`config.mk`:
```
export PLATFORM = sky130hd
export DESIGN_NAME = rx_exec_unit
export DESIGN_NICKNAME = d
export VERILOG_FILES = /design/src/rtl/rx_alu_pkg.sv /design/src/rtl/rx_decode.sv /design/src/rtl/rx_shifter.sv /design/src/rtl/rx_exec_unit.sv
export SDC_FILE = /design/constraint.sdc
export NUM_CORES = 1
export LEC_CHECK = 0
export CORE_AREA = 4 4 164 166
export DETAILED_ROUTE_END_ITERATION = 10
export DIE_AREA = 0 0 168 170
export PLACE_DENSITY = 0.65
export SYNTH_ARGS = -nofsm -noshare
export SYNTH_HDL_FRONTEND = slang
export SYNTH_SLANG_ARGS = --single-unit
```
`constraint.sdc`:
```
create_clock -name clk -period 8.88 [get_ports clk]
set_clock_uncertainty 0.2 [all_clocks]
set_input_delay 1.332 -clock clk [delete_from_list [all_inputs] [get_ports clk]]
set_output_delay 1.332 -clock clk [all_outputs]
set_load 0.05 [all_outputs]
```
`src/rtl/rx_alu_pkg.sv`:
```
package rx_alu_pkg;

  localparam logic [5:0] OPC_RTYPE = 6'h00;
  localparam logic [5:0] OPC_ADDI  = 6'h08;
  localparam logic [5:0] OPC_SLTI  = 6'h0A;
  localparam logic [5:0] OPC_SLTIU = 6'h0B;
  localparam logic [5:0] OPC_ANDI  = 6'h0C;
  localparam logic [5:0] OPC_ORI   = 6'h0D;

  localparam logic [5:0] FN_SLL  = 6'h00;
  localparam logic [5:0] FN_SRL  = 6'h02;
  localparam logic [5:0] FN_SRA  = 6'h03;
  localparam logic [5:0] FN_ADD  = 6'h20;
  localparam logic [5:0] FN_SUB  = 6'h22;
  localparam logic [5:0] FN_AND  = 6'h24;
  localparam logic [5:0] FN_OR   = 6'h25;
  localparam logic [5:0] FN_NOR  = 6'h27;
  localparam logic [5:0] FN_SLT  = 6'h2A;
  localparam logic [5:0] FN_SLTU = 6'h2B;

  typedef enum logic [3:0] {
    K_NONE, K_AND, K_OR, K_NOR, K_ADD, K_SUB,
    K_SLT, K_SLTU, K_SLL, K_SRL, K_SRA
  } alu_kind_e;

  typedef enum logic [1:0] {
    SRC_REG, SRC_IMM_ZX, SRC_IMM_SX
  } src_sel_e;

endpackage

```
`src/rtl/rx_decode.sv`:
```
module rx_decode
  import rx_alu_pkg::*;
(
  input  logic [5:0] opcode,
  input  logic [5:0] funct,
  output alu_kind_e  kind,
  output src_sel_e   src
);

  always_comb begin
    kind = K_NONE;
    src  = SRC_REG;
    case (opcode)
      OPC_RTYPE: begin
        case (funct)
          FN_SLL:  kind = K_SLL;
          FN_SRL:  kind = K_SRL;
          FN_SRA:  kind = K_SRA;
          FN_ADD:  kind = K_ADD;
          FN_SUB:  kind = K_SUB;
          FN_AND:  kind = K_AND;
          FN_OR:   kind = K_OR;
          FN_NOR:  kind = K_NOR;
          FN_SLT:  kind = K_SLT;
          FN_SLTU: kind = K_SLTU;
          default: kind = K_NONE;
        endcase
      end
      OPC_ADDI:  begin kind = K_ADD;  src = SRC_IMM_SX; end
      OPC_SLTI:  begin kind = K_SLT;  src = SRC_IMM_SX; end
      OPC_SLTIU: begin kind = K_SLTU; src = SRC_IMM_SX; end
      OPC_ANDI:  begin kind = K_AND;  src = SRC_IMM_ZX; end
      OPC_ORI:   begin kind = K_OR;   src = SRC_IMM_ZX; end
      default:   begin kind = K_NONE; src = SRC_REG;    end
    endcase
  end

endmodule

```
`src/rtl/rx_shifter.sv`:
```
module rx_shifter #(
  parameter int W  = 32,
  parameter int SW = $clog2(W)
) (
  input  logic [W-1:0]  din,
  input  logic [SW-1:0] amt,
  input  logic          left,
  input  logic          arith,
  output logic [W-1:0]  dout
);

  logic          fill;
  logic [W-1:0]  pre;
  logic [W-1:0]  stg [0:SW];

  assign fill = arith & ~left & din[W-1];

  // Left shifts run through the right-shift network on a mirrored word.
  for (genvar i = 0; i < W; i++) begin : g_mirror_in
    assign pre[i] = left ? din[W-1-i] : din[i];
  end

  assign stg[0] = pre;

  for (genvar k = 0; k < SW; k++) begin : g_stage
    localparam int S = 1 << k;
    assign stg[k+1] = amt[k] ? {{S{fill}}, stg[k][W-1:S]} : stg[k];
  end

  for (genvar i = 0; i < W; i++) begin : g_mirror_out
    assign dout[i] = left ? stg[SW][W-1-i] : stg[SW][i];
  end

  always_comb begin

    if (amt == '0) begin
      shift_zero_identity_chk: assert (dout == din);
    end
  end

endmodule

```
`src/rtl/rx_exec_unit.sv`:
```
module rx_exec_unit
  import rx_alu_pkg::*;
#(
  parameter int DATA_W  = 32,
  parameter int IMM_W   = 16,
  parameter int SHAMT_W = $clog2(DATA_W)
) (
  input  logic               clk,
  input  logic               rst,
  input  logic [5:0]         opcode,
  input  logic [5:0]         funct,
  input  logic [DATA_W-1:0]  opa,
  input  logic [DATA_W-1:0]  opb,
  input  logic [IMM_W-1:0]   imm,
  input  logic [SHAMT_W-1:0] shamt,
  output logic [DATA_W-1:0]  result,
  output logic               zero
);

  localparam int EXT_W = DATA_W - IMM_W;

  alu_kind_e         kind;
  src_sel_e          src;
  logic [DATA_W-1:0] b_eff;
  logic [DATA_W-1:0] sh_out;
  logic [DATA_W-1:0] nxt;

  rx_decode u_dec (
    .opcode (opcode),
    .funct  (funct),
    .kind   (kind),
    .src    (src)
  );

  rx_shifter #(.W(DATA_W), .SW(SHAMT_W)) u_shf (
    .din   (opb),
    .amt   (shamt),
    .left  (kind == K_SLL),
    .arith (kind == K_SRA),
    .dout  (sh_out)
  );

  always_comb begin
    case (src)
      SRC_IMM_ZX: b_eff = {{EXT_W{1'b0}}, imm};
      SRC_IMM_SX: b_eff = {{EXT_W{imm[IMM_W-1]}}, imm};
      default:    b_eff = opb;
    endcase
  end

  always_comb begin
    case (kind)
      K_AND:   nxt = opa & b_eff;
      K_OR:    nxt = opa | b_eff;
      K_NOR:   nxt = ~(opa | b_eff);
      K_ADD:   nxt = opa + b_eff;
      K_SUB:   nxt = opa - b_eff;
      K_SLT:   nxt = {{(DATA_W-1){1'b0}}, $signed(opa) < $signed(b_eff)};
      K_SLTU:  nxt = {{(DATA_W-1){1'b0}}, opa < b_eff};
      K_SLL,
      K_SRL,
      K_SRA:   nxt = sh_out;
      default: nxt = '0;
    endcase
  end

  always_ff @(posedge clk) begin
    if (rst) begin
      result <= '0;
      zero   <= 1'b1;
    end else begin
      result <= nxt;
      zero   <= (nxt == '0);
    end
  end


  reset_clears_chk: assert property (@(posedge clk)
    $past(rst) |-> (result == '0 && zero));


  zero_flag_match_chk: assert property (@(posedge clk) disable iff (rst)
    zero == (result == '0));


  slt_boolean_chk: assert property (@(posedge clk) disable iff (rst)
    (!$past(rst) && ($past(kind) == K_SLT || $past(kind) == K_SLTU))
      |-> result[DATA_W-1:1] == '0);


  sll_low_bit_chk: assert property (@(posedge clk) disable iff (rst)
    (!$past(rst) && $past(kind) == K_SLL && $past(shamt) != '0)
      |-> result[0] == 1'b0);


  sra_sign_keep_chk: assert property (@(posedge clk) disable iff (rst)
    (!$past(rst) && $past(kind) == K_SRA)
      |-> result[DATA_W-1] == $past(opb[DATA_W-1]));

endmodule

```
After elaboration in Yosys (flattened, before gate mapping)
Index checks and enable logic that the tools add are counted.
{"block": "word_totals", "regBits": 33, "input_bits": 99, "out_inout_bits": 33}
{"block": "op_classes", "n_addsub": 2, "order_cmp": 2, "eq_ne": 26, "mux": 74, "bitwise": 6, "reduce_logical": 6}
{"operator": "$pmux 32 s8", "count": 1}
{"operator": "$mux 32", "count": 5}
{"operator": "$lt 32x32->1", "count": 2}
{"operator": "$mux 1", "count": 64}
{"operator": "$pmux 32 s2", "count": 1}
{"operator": "$eq 6x6->1 const B", "count": 7}
{"operator": "$pmux 4 s10", "count": 1}
{"operator": "$add 32x32->32", "count": 1}
{"operator": "$and 32x32->32", "count": 1}
{"operator": "$logic_not 32->1", "count": 1}
{"operator": "$not 32->32", "count": 1}
{"operator": "$or 32x32->32", "count": 1}
{"operator": "$sub 32x32->32", "count": 1}
{"operator": "$eq 6x4->1 const B", "count": 5}
{"operator": "$pmux 4 s6", "count": 1}
{"operator": "$eq 4x3->1 const B", "count": 4}
{"operator": "$eq 4x4->1 const B", "count": 3}
{"operator": "$eq 6x2->1 const B", "count": 2}
{"operator": "$logic_not 6->1", "count": 2}
{"operator": "$eq 4x2->1 const B", "count": 2}
{"operator": "$reduce_or 3->1", "count": 2}
{"operator": "$eq 4x1->1 const B", "count": 1}
{"operator": "$pmux 2 s2", "count": 1}
{"operator": "$and 1x1->1", "count": 2}
{"operator": "other kinds (4)", "count": 4}

Depth between registers and ports, before layout
Gate-level depths: netlist (run 1).
{"block": "depth", "word_depth": 15, "mapped_depth": 26, "mapped_depth_nobuf": 23}

Hierarchy
A second synthesis (run 1) with hierarchy kept.
{"block": "unflattened", "hier_cells": 1513, "hier_area_um2": 10916.7}
{"module": "rx_exec_unit", "instances": 1, "cells_each": 999, "area_per_inst_um2": 7005.5}
{"module": "rx_shifter", "instances": 1, "cells_each": 482, "area_per_inst_um2": 3723.6}
{"module": "rx_decode", "instances": 1, "cells_each": 32, "area_per_inst_um2": 187.7}

Worst setup path before layout (run 1)
No wires, ideal clock.
{"block": "synth_path", "path_type": "input -> register", "start": "input port opcode[5]", "end": "register zero", "arrival_ns": 6.841, "required_ns": 8.620, "setup_slack_ns": 1.779, "cell_stages": 23, "n_path_buf": 2, "path_cell_list": "or3b_2 or3_1 clkbuf_1 inv_1 ha_1 nor2_1 clkbuf_1 a22o_1 inv_1 ha_1 o21ba_2 or4_1 a211oi_1 nor4_1 nor3_1 nor3_1 or4_4 nor4_2 o2111ai_1 nor4_2 nand4_1 nor4_1 a41o_1"}
{"block": "synth_via", "elab_chain_len": 14}
{"element": "from (decl)", "line": "rx_exec_unit.sv:10", "rtl": "input logic [5:0] opcode,"}
{"element": "parallel branches: the longest is 12 deep, another holds $sub 32x32->32"}
{"element": "$pmux 32 s8 *", "line": "rx_exec_unit.sv:52", "rtl": "case (kind)"}
{"element": "$logic_not 32->1 *", "line": "rx_exec_unit.sv:73", "rtl": "zero <= (nxt == '0);"}
{"element": "to (signal assigned)", "line": "rx_exec_unit.sv:73"}
{"element": "to (decl)", "line": "rx_exec_unit.sv:17", "rtl": "output logic zero"}
Mark *: on every way between the ends.
A chain may end at the register's enable or synchronous reset.

Worst setup path after layout (run 1)
{"block": "layout_path", "start": "input port opcode[3]", "end": "register zero"}
Same word-level chain as after synthesis.

==> results of run 1 <==
-- per-stage QoR --
step | power (mW) | utilization | hold WS [ns]
finish | 1.02 | 0.458 | 2.03
detailed placement | 0.805 | 0.451 | 2.09
CTS | 1.00 | 0.458 | 1.99
global placement | 0.807 | 0.451 | 2.09
floorplan | 0.585 | - | 1.23
global route | 1.07 | 0.458 | 2.07
-- synthesized netlist by cell type (12+ instances only) --
cell and number:
xnor2_1 49, a22o_1 19, nor4_1 18, nor2b_1 21, buf_2 12, o22ai_1 25, a211oi_1 31, inv_1 115
nand2_1 114, nand2b_1 20, mux4_2 22, a21oi_1 121, nor3_1 33, o211ai_1 12, and2_1 14, mux2i_1 47
o21ai_0 64, o31ai_1 14, a31oi_1 18, buf_1 12, ha_1 98, nand3_1 25, clkbuf_1 72, o21a_1 22
dfxtp_1 33, a22oi_1 30, nor2_1 130
-- metal layers --
layer / up-vias / wire length, µm
met4: 2 / 2560
met5: - / 13
met3: 183 / 5350
met2: 883 / 19500
li1: 5412 / -
met1: 5604 / 18200
-- kinds of logic after synthesis --
group                    Yosys count  synth area share
XOR/XNOR                          59            0.0512
buffers and inverters            219            0.0886
flip-flops                        33            0.0654
AND/OR/NAND/NOR                  431             0.209
multiplexers                      83             0.114
AO/OA/AOI/OAI                    501             0.347
adder cells (fa/ha/maj)          100             0.125
-- registers in the layout, summed over array words and instances (netlist names) --
signal,flops
zero,1
result,32
-- critical path, delay by kind of cell --
kind / cells / cell delay (ns)
simple gates: 8 / 2.71
fa+ha+maj: 2 / 0.55
buf+inv: 5 / 1.27
compound gates: 6 / 1.94
mux: 1 / 0.21
-- worst min-delay path by stage --
stage | to | slack (ns) | cells after the start
6_report | result[6] | 2.03 | 2
5_1_grt | result[8] | 2.07 | 2
4_1_cts | result[6] | 1.99 | 2
3_5_place_dp | result[19] | 2.09 | 1
3_3_place_gp | result[5] | 2.09 | 1
2_1_floorplan | zero | 1.23 | 1
-- layout make-up --
type	instances	area share
inverter	116	0.0371
multi-input combinational	1174	0.731
sequential	33	0.0563
clock inverter	3	0.00394
clock buffer	5	0.0107
timing repair buffer	153	0.125
tap	335	0.0357
-- report_power, final --
group / total, mW / internal, mW / switching (mW)
registers: 0.155 / 0.153 / 0.00163
logic: 0.671 / 0.256 / 0.415
clock network: 0.192 / 0.132 / 0.0595
total: 1.02 / 0.541 / 0.477
==> results.ini, run 1 <==
[sta]
final-hold-violation-count=0
maxSlewViolCount=0
setup_tns_ns=0
period_needed_ns=8.04
relSlewSlack=0.259
rsz0062_at_grt=no
tightest_slew_ns=1.11
period_share=0.905
max_freq_ghz=0.124
layout_setup_ws_ns=0.845
finalSetupViolCount=0

[placement]
dp_cells=1811
preCtsSetupSlack_ns=0.780
dp_hpwl_um=36200
gp_congestion=1.04
port_buffers=131
placement.cell_area_um2=11600

[min_path]
hold_start=rst
hold_class=in -> reg

[critical_path]
required_ns=8.89
cp-end-kind=flip-flop
worstSetupPathType=in -> reg
startpoint_type=primary input
cp_cell_sequence=clkdlybuf4s50_1 > or3b_2 > or3_1 > inv_1 > ha_1 > buf_4 > inv_1 > o21ai_0 > inv_1 > ha_1 > a21o_1 > a211oi_1 > o21ai_0 > a2111oi_0 > nor3_1 > mux2i_1 > nor4_1 > nand4b_1 > nor4_1 > nand4_1 > nor4_1 > a41o_1
setup.worst_path.end=zero
slowest_delay_ns=0.71
cp_max_fo=23
cp_slowest_cell=nor4_1
worstPathArrival_ns=8.04
critPathLaunch=opcode[3]

[logic_synthesis]
synth.largest_area_cell=ha_1
synth_cell_types=94
ys.flop_type=dfxtp_1
async_flop_share=0
syn_inst=1426
synth_edf_count=0
syn_avg_cell_area_um2=7.08
syn-num-nets=1625
synthTopCellsByArea=ha_1 12%, dfxtp_1 6.5%, a21oi_1 6.0%, mux4_2 4.9%, nor2_1 4.8%
yosys_warnings=0
yosys.area.top_type_share=0.121
synth-seq-cells=33
syn_area_um2=10100
seq_area_frac_synth=0.0654

[layout]
mostFrequentLayoutCell=clkdlybuf4s50_1
area_delta_synth_final_pct=16.2
finalInstanceArea_um2=11700
num_antenna_cells=0
regArea_um2=661
drive_gt1_frac=0.0613
instances_no_fill=1819
final_cell_mix=130 x clkdlybuf4s50_1, 129 x nor2_1, 121 x a21oi_1
multiInputGateArea_um2=8580
fillCellCount=2633
nets=1682

[clock_network]
clk_pin_slew_ns=0.05
postCtsHoldBufs=0
clock_sinks=33
cts_buffer_depth=2
post-cts-setup-buffers=0
cts-root-buf=clkbuf_16
cts_resized=0
h-tree-depth=2
cts_tree=built
cts_buffers=5

[global_route]
grt_pass1_vias=11190
top_usage_layer=met2
grt_overflow=0
gr-usage-met1=0.411
grtUsageTotal=0.303
antenna_found_initial=1
grt_max_degree=51
grt_util_met2=0.470
grt_util_met3=0.0578
grt_pass1_wl_um=68700

[floorplanning]
initial_core_util=0.394
core_um2=25600
die_area_um2=28600
rows=59
fp.dieW_um=168
io_pins=132
die_y_um=170

[detailed_routing]
via_per_inst=6.64
dr.pass1.iters=7
wl_per_cell_um=25.1
drcViolationCount=0
drt_iter0_markers=1767
vias=12084
finalWirelength_um=45600
antenna_left=0

[job]
max_cap_violations=0

[pwr]
ir_worst_vdd_uv=126
powerDensity_nw_per_um2=86.7
p_leak_nw=4.77

[status]
outcome=completed

Power figures use the tool's default switching activity.
==> run 2, diff against run 1 <==
==> constraint.sdc (replaced) <==
create_clock -name clk -period 7.4 [get_ports clk]
set_clock_uncertainty 0.2 [all_clocks]
set_input_delay 1.11 -clock clk [delete_from_list [all_inputs] [get_ports clk]]
set_output_delay 1.11 -clock clk [all_outputs]
set_load 0.05 [all_outputs]
==> run 2 against run 1 <==
Compared with the run above: clock power up 20%; critical endpoint unchanged; critical path type unchanged; final area increased by 3.6%; wire length is 1.8% lower; largest cell class unchanged.
==> results.ini, run 2 (synthesis results as in run 1) <==
[job]
max_cap_violations=0  ; unchanged

[clock_network]
cts_buffer_depth=2  ; unchanged
cts_buffers=5  ; unchanged
cts-root-buf=clkbuf_16
clk_pin_slew_ns=0.05  ; about the same
cts_tree=built
clock_sinks=33  ; unchanged
h-tree-depth=2  ; unchanged

[placement]
port_buffers=131  ; unchanged
dp_cells=1865  ; +3.0%
dp_hpwl_um=36300  ; +0.17%
gp_congestion=1.04  ; -0.11%

[detailed_routing]
dr.pass1.iters=8  ; +1
finalWirelength_um=44800  ; -1.8%
drt_iter0_markers=2071  ; +17%
via_per_inst=6.47  ; -2.6%
wl_per_cell_um=23.9  ; -4.6%
antenna_left=0  ; unchanged
drcViolationCount=0  ; unchanged
vias=12121  ; +0.31%

[floorplanning]
rows=59  ; unchanged
core_um2=25600  ; unchanged
initial_core_util=0.394  ; unchanged
io_pins=132  ; unchanged
fp.dieW_um=168  ; unchanged
die_area_um2=28600  ; unchanged
die_y_um=170  ; unchanged

[critical_path]
cp_slowest_cell=clkdlybuf4s50_1
startpoint_type=primary input
worstSetupPathType=in -> reg
cp-end-kind=flip-flop
slowest_delay_ns=0.49  ; -0.22 ns
required_ns=7.41  ; -1.48 ns
worstPathArrival_ns=7.11  ; -0.93 ns
cp_max_fo=5  ; -78%
cp_cell_sequence=clkdlybuf4s50_1 > or3b_2 > or3_1 > buf_4 > ha_1 > nor2_1 > nor2_2 > buf_4 > a22o_1 > ha_1 > fa_1 > nor2_1 > o311a_1 > o21ai_0 > nand4b_1 > a21oi_2 > a221oi_1 > o31ai_1 > a21oi_1 > a211o_1 > nor4_1 > nand4_1 > nor4_1 > a41o_1

[min_path]
hold_class=in -> reg

[layout]
final_cell_mix=130 x clkdlybuf4s50_1, 128 x nor2_1, 119 x a21oi_1
instances_no_fill=1873  ; +3.0%
reg.largest.list=result x32, zero x1
largest_register_ffs=32  ; unchanged
num_antenna_cells=0  ; unchanged
mostFrequentLayoutCell=clkdlybuf4s50_1
regMostFlops=result
drive_gt1_frac=0.0969  ; +0.0356
nets=1736  ; +3.2%
area_delta_synth_final_pct=20.4

[global_route]
grt_pass1_wl_um=68000  ; -0.89%
antenna_found_initial=1  ; unchanged
grt_pass1_vias=11345  ; +1.4%
grt_overflow=0  ; unchanged
grt_max_degree=52  ; +2.0%
grtUsageTotal=0.298  ; -0.00466

[sta]
relSlewSlack=0.242  ; -0.0178
finalSetupViolCount=0  ; unchanged
tightest_slew_ns=1.11  ; -0.00200 ns
setup_tns_ns=0  ; unchanged
maxSlewViolCount=0  ; unchanged
period_needed_ns=7.10
max_freq_ghz=0.141
final-hold-violation-count=0  ; unchanged
rsz0062_at_grt=no
period_share=0.960

[pwr]
p_leak_nw=5.03  ; +5.4%
powerDensity_nw_per_um2=103  ; +19%
ir_worst_vdd_uv=187  ; +49%

[status]
outcome=completed

## run 2: cell types whose count changed in the layout (fill, tap and decap cells not counted), moves of 2 or more
cell | before | now
o21ai_0 | 64 | 62
a21oi_1 | 121 | 119
o21ai_1 | 3 | 5
a21oi_2 | 0 | 2
buf_4 | 22 | 76
## run 2: per-layer routing
metal  routed length, µm  global-route usage
met1               18200               0.406
met2               19300               0.464
met3                5120              0.0620
met4                2180               0.116
met5                   7                   0
## run 2: where the power goes
part           switching, mW  internal, mW  total (mW)
Combinational          0.504         0.335       0.839
Clock                 0.0709         0.159       0.230
Sequential           0.00182         0.184       0.186
## run 2: final timing paths
kind / slack, ns / cells past startpoint / end / from
min: 1.71 / 2 / result[16] / rst
max: 0.30 / 24 / zero / opcode[3]
## run 2: critical path, delay by kind of cell
family,cells,cell delay (ns)
AOI/OAI and AO/OA,9,2.10
buffers and inverters,3,0.81
adders and majority gates,3,0.82
and+or+nand+nor,9,2.28
## run 2: metrics by stage
step / instance area, µm² / hold slack (ns) / power [mW] / setup WS (ns) / utilization
3_5_place_dp: 12000 / 1.87 / 0.998 / -0.00910 / 0.467
2_1_floorplan: 10100 / 1.00 / 0.703 / 0.521 / -
5_1_grt: 12200 / 1.79 / 1.32 / 0.0144 / 0.475
4_1_cts: 12100 / 1.69 / 1.23 / 0.240 / 0.474
3_3_place_gp: 12000 / 1.87 / 0.997 / 0.0602 / 0.467
6_report: 12200 / 1.71 / 1.25 / 0.298 / 0.475
## run 2: layout make-up
| type | count | area, µm² |
|---|---|---|
| timing repair buffer | 207 | 1880 |
| clock inverter | 3 | 46.3 |
| sequential | 33 | 661 |
| inverter | 116 | 435 |
| fill | 2565 | 13500 |
| tap | 335 | 419 |
| multi-input combinational | 1174 | 8600 |
| clock buffer | 5 | 125 |
## run 2: repair_timing
item | CTS | global route
endpoints found under the setup margin | 0 | 2
hold buffers | 0 | 0
buffers inserted | 0 | 0
resized for setup | 0 | 7
==> run 3, diff against run 2 <==
--- a/config.mk
+++ b/config.mk
@@ -5,9 +5,10 @@
 export SDC_FILE = /design/constraint.sdc
 export NUM_CORES = 1
 export LEC_CHECK = 0
-export CORE_AREA = 4 4 164 166
+export ABC_AREA = 1
+export CORE_AREA = 4 4 159 161
 export DETAILED_ROUTE_END_ITERATION = 10
-export DIE_AREA = 0 0 168 170
+export DIE_AREA = 0 0 163 165
 export PLACE_DENSITY = 0.65
 export SYNTH_ARGS = -nofsm -noshare
 export SYNTH_HDL_FRONTEND = slang
==> run 3 against run 2 <==
Compared with the run above: sequential power is essentially flat; critical endpoint unchanged; wire length down 12%; highest routed layer is now met4; count of clock-buffer cells in the layout increased by 2; final area fell by 9.1%; critical path depth is 8 higher; via count increased by 0.54%; flip-flop and latch count did not move; combinational power is 14% lower.
==> results.ini, run 3 <==
[status]
outcome=completed

[critical_path]
cp_slowest_cell=clkdlybuf4s50_1
crit_path_frequent_cell=nand2_1
startpoint_type=primary input
slowest_delay_ns=0.57  ; +0.08 ns
required_ns=7.41  ; about the same
cp_max_fo=20  ; +15
worstPathArrival_ns=6.77  ; -0.34 ns
cp-end-kind=flip-flop
worstSetupPathType=in -> reg

[logic_synthesis]
synth_edf_count=0  ; unchanged
yosys.area.top_type_share=0.210  ; +0.0882
yosysMostFrequentCell=nand2_1
synth.largest_area_cell=nand3_1
syn_area_um2=9480  ; -6.1%
seq_area_frac_synth=0.0697  ; +0.00427
synth-seq-cells=33  ; unchanged
ys.flop_type=dfxtp_1
yosys_warnings=0  ; unchanged
ys_top_cells_by_count=403 x nand2_1, 397 x nand3_1, 197 x inv_1
async_flop_share=0  ; unchanged
syn_inst=1770  ; +24%
synth_cell_types=49  ; -48%
syn-num-nets=1969  ; +21%
syn_avg_cell_area_um2=5.36  ; -24%
synthTopCellsByArea=nand3_1 21%, nand2_1 16%, ha_1 13%, a21oi_1 7.9%, inv_1 7.8%

[layout]
largest_register_ffs=32  ; unchanged
finalInstanceArea_um2=11100  ; -9.1%
regMostFlops=result
drive_gt1_frac=0.0258  ; -0.0711
mostFrequentLayoutCell=nand2_1
final_cell_mix=403 x nand2_1, 397 x nand3_1, 197 x inv_1
nets=2021  ; +16%
fillCellCount=2660  ; +3.7%
instances_no_fill=2147  ; +15%
final_core_util=0.461  ; -0.0135
reg.largest.list=result x32, zero x1
area_delta_synth_final_pct=16.6
num_antenna_cells=0  ; unchanged

[sta]
whs_ns=1.73  ; +0.0213 ns
period_needed_ns=6.76  ; -0.346 ns
layout_setup_ws_ns=0.644  ; +0.346 ns
setup_tns_ns=0  ; unchanged
max_freq_ghz=0.148  ; +5.1%
relSlewSlack=0.189  ; -0.0532
final-hold-violation-count=0  ; unchanged
tightest_slew_ns=1.21  ; +0.105 ns
maxSlewViolCount=0  ; unchanged
rsz0062_at_grt=no
finalSetupViolCount=0  ; unchanged
period_share=0.913  ; -0.0468

[clock_network]
clk_pin_slew_ns=0.05  ; about the same
cts_buffers=5  ; unchanged
clock_sinks=33  ; unchanged
postCtsHoldBufs=0  ; unchanged
post-cts-setup-buffers=0  ; unchanged
cts_buffer_depth=2  ; unchanged
cts-root-buf=clkbuf_16
h-tree-depth=2  ; unchanged
cts_tree=built
cts_resized=0  ; unchanged

[global_route]
grt_overflow=0  ; unchanged
antenna_found_initial=0  ; -1
grt_pass1_wl_um=60400  ; -11%
grt_max_degree=71  ; +37%
grt_pass1_vias=10954  ; -3.4%
grtUsageTotal=0.282  ; -0.0167

[detailed_routing]
finalWirelength_um=39500  ; -12%
vias=12187  ; +0.54%
via_per_inst=5.68  ; -12%
drt_iter0_markers=1451  ; -30%
dr.pass1.iters=5  ; -3
antenna_left=0  ; unchanged
wl_per_cell_um=18.4  ; -23%
drcViolationCount=0  ; unchanged

[placement]
dp_cells=2139  ; +15%
dp_hpwl_um=31900  ; -12%
placement.cell_area_um2=10900  ; -9.1%
port_buffers=131  ; unchanged
preCtsSetupSlack_ns=0.461  ; +0.470 ns
gp_congestion=1.01  ; -3.5%

[floorplanning]
initial_core_util=0.396  ; +0.00140
fp.dieW_um=163  ; -3.0%
rows=57  ; -3.4%
die_y_um=165  ; -2.9%
core_um2=24000  ; -6.5%
die_area_um2=26900  ; -5.8%
io_pins=132  ; unchanged

[pwr]
powerDensity_nw_per_um2=104  ; +0.88%
p_leak_nw=5.61  ; +11%
p_total_mw=1.15  ; -8.3%
ir_worst_vdd_uv=88.2  ; -53%

[job]
max_cap_violations=0  ; unchanged

[min_path]
hold_class=in -> reg
hold_depth=7  ; +5

-- run 3: cell types whose count changed after synthesis, sizes merged, moves of 29 or more --
| cell | before | now |
|---|---|---|
| nand3 | 25 | 398 |
| nand2 | 114 | 403 |
| inv | 116 | 204 |
| xnor2 | 49 | 0 |
| mux2i | 48 | 0 |
| o21ai | 67 | 101 |
| clkbuf | 72 | 40 |
| a21oi | 121 | 151 |
| a22oi | 30 | 0 |
| buf | 31 | 61 |
| a211oi | 32 | 3 |
-- run 3: routing by layer --
metal / up-vias / GRT usage / routed length [µm]
li1: 6028 / - / -
met1: 5510 / 0.399 / 17400
met2: 580 / 0.453 / 17500
met3: 69 / 0.0242 / 3160
met4: 0 / 0.0877 / 1490
met5: - / 0 / 0
-- run 3: kinds of logic (layout without fill, tap and decap cells) --
kind of cell	count (synthesis)	in the layout	share of synthesized area
AOI/OAI and AO/OA	320	320	0.191
xor gates and xnor gates	11	11	0.0102
adders and majority gates	100	100	0.134
buffers and inverters	306	359	0.127
DFF	33	33	0.0697
and+or+nand+nor	1000	1000	0.468
-- run 3: power by group --
group,leakage [nW],switching (mW),internal [mW]
clock,0.0841,0.0738,0.168
sequential,0.268,0.00205,0.184
combinational,5.25,0.478,0.244
-- run 3: worst max-delay path: cells and delay by family --
family / cells / cell delay, ns
buf+inv: 5 / 1.39
simple gates: 20 / 2.36
fa+ha+maj: 2 / 0.66
compound gates: 5 / 1.21
-- run 3: area by class of cell --
type / count / area, µm² / share of cell area
Clock inverter: 1 / 30.0 / 0.00272
Sequential cell: 33 / 661 / 0.0598
Tap cell: 324 / 405 / 0.0367
Clock buffer: 7 / 143 / 0.0129
Multi-Input combinational cell: 1431 / 7620 / 0.689
Timing Repair Buffer: 146 / 1420 / 0.129
Inverter: 205 / 769 / 0.0696
-- run 3: path summary, 6_finish.rpt --
| kind | endpoint | startpoint |
|---|---|---|
| setup / recovery | zero | opcode[2] |
| hold / removal | result[26] | opa[26] |
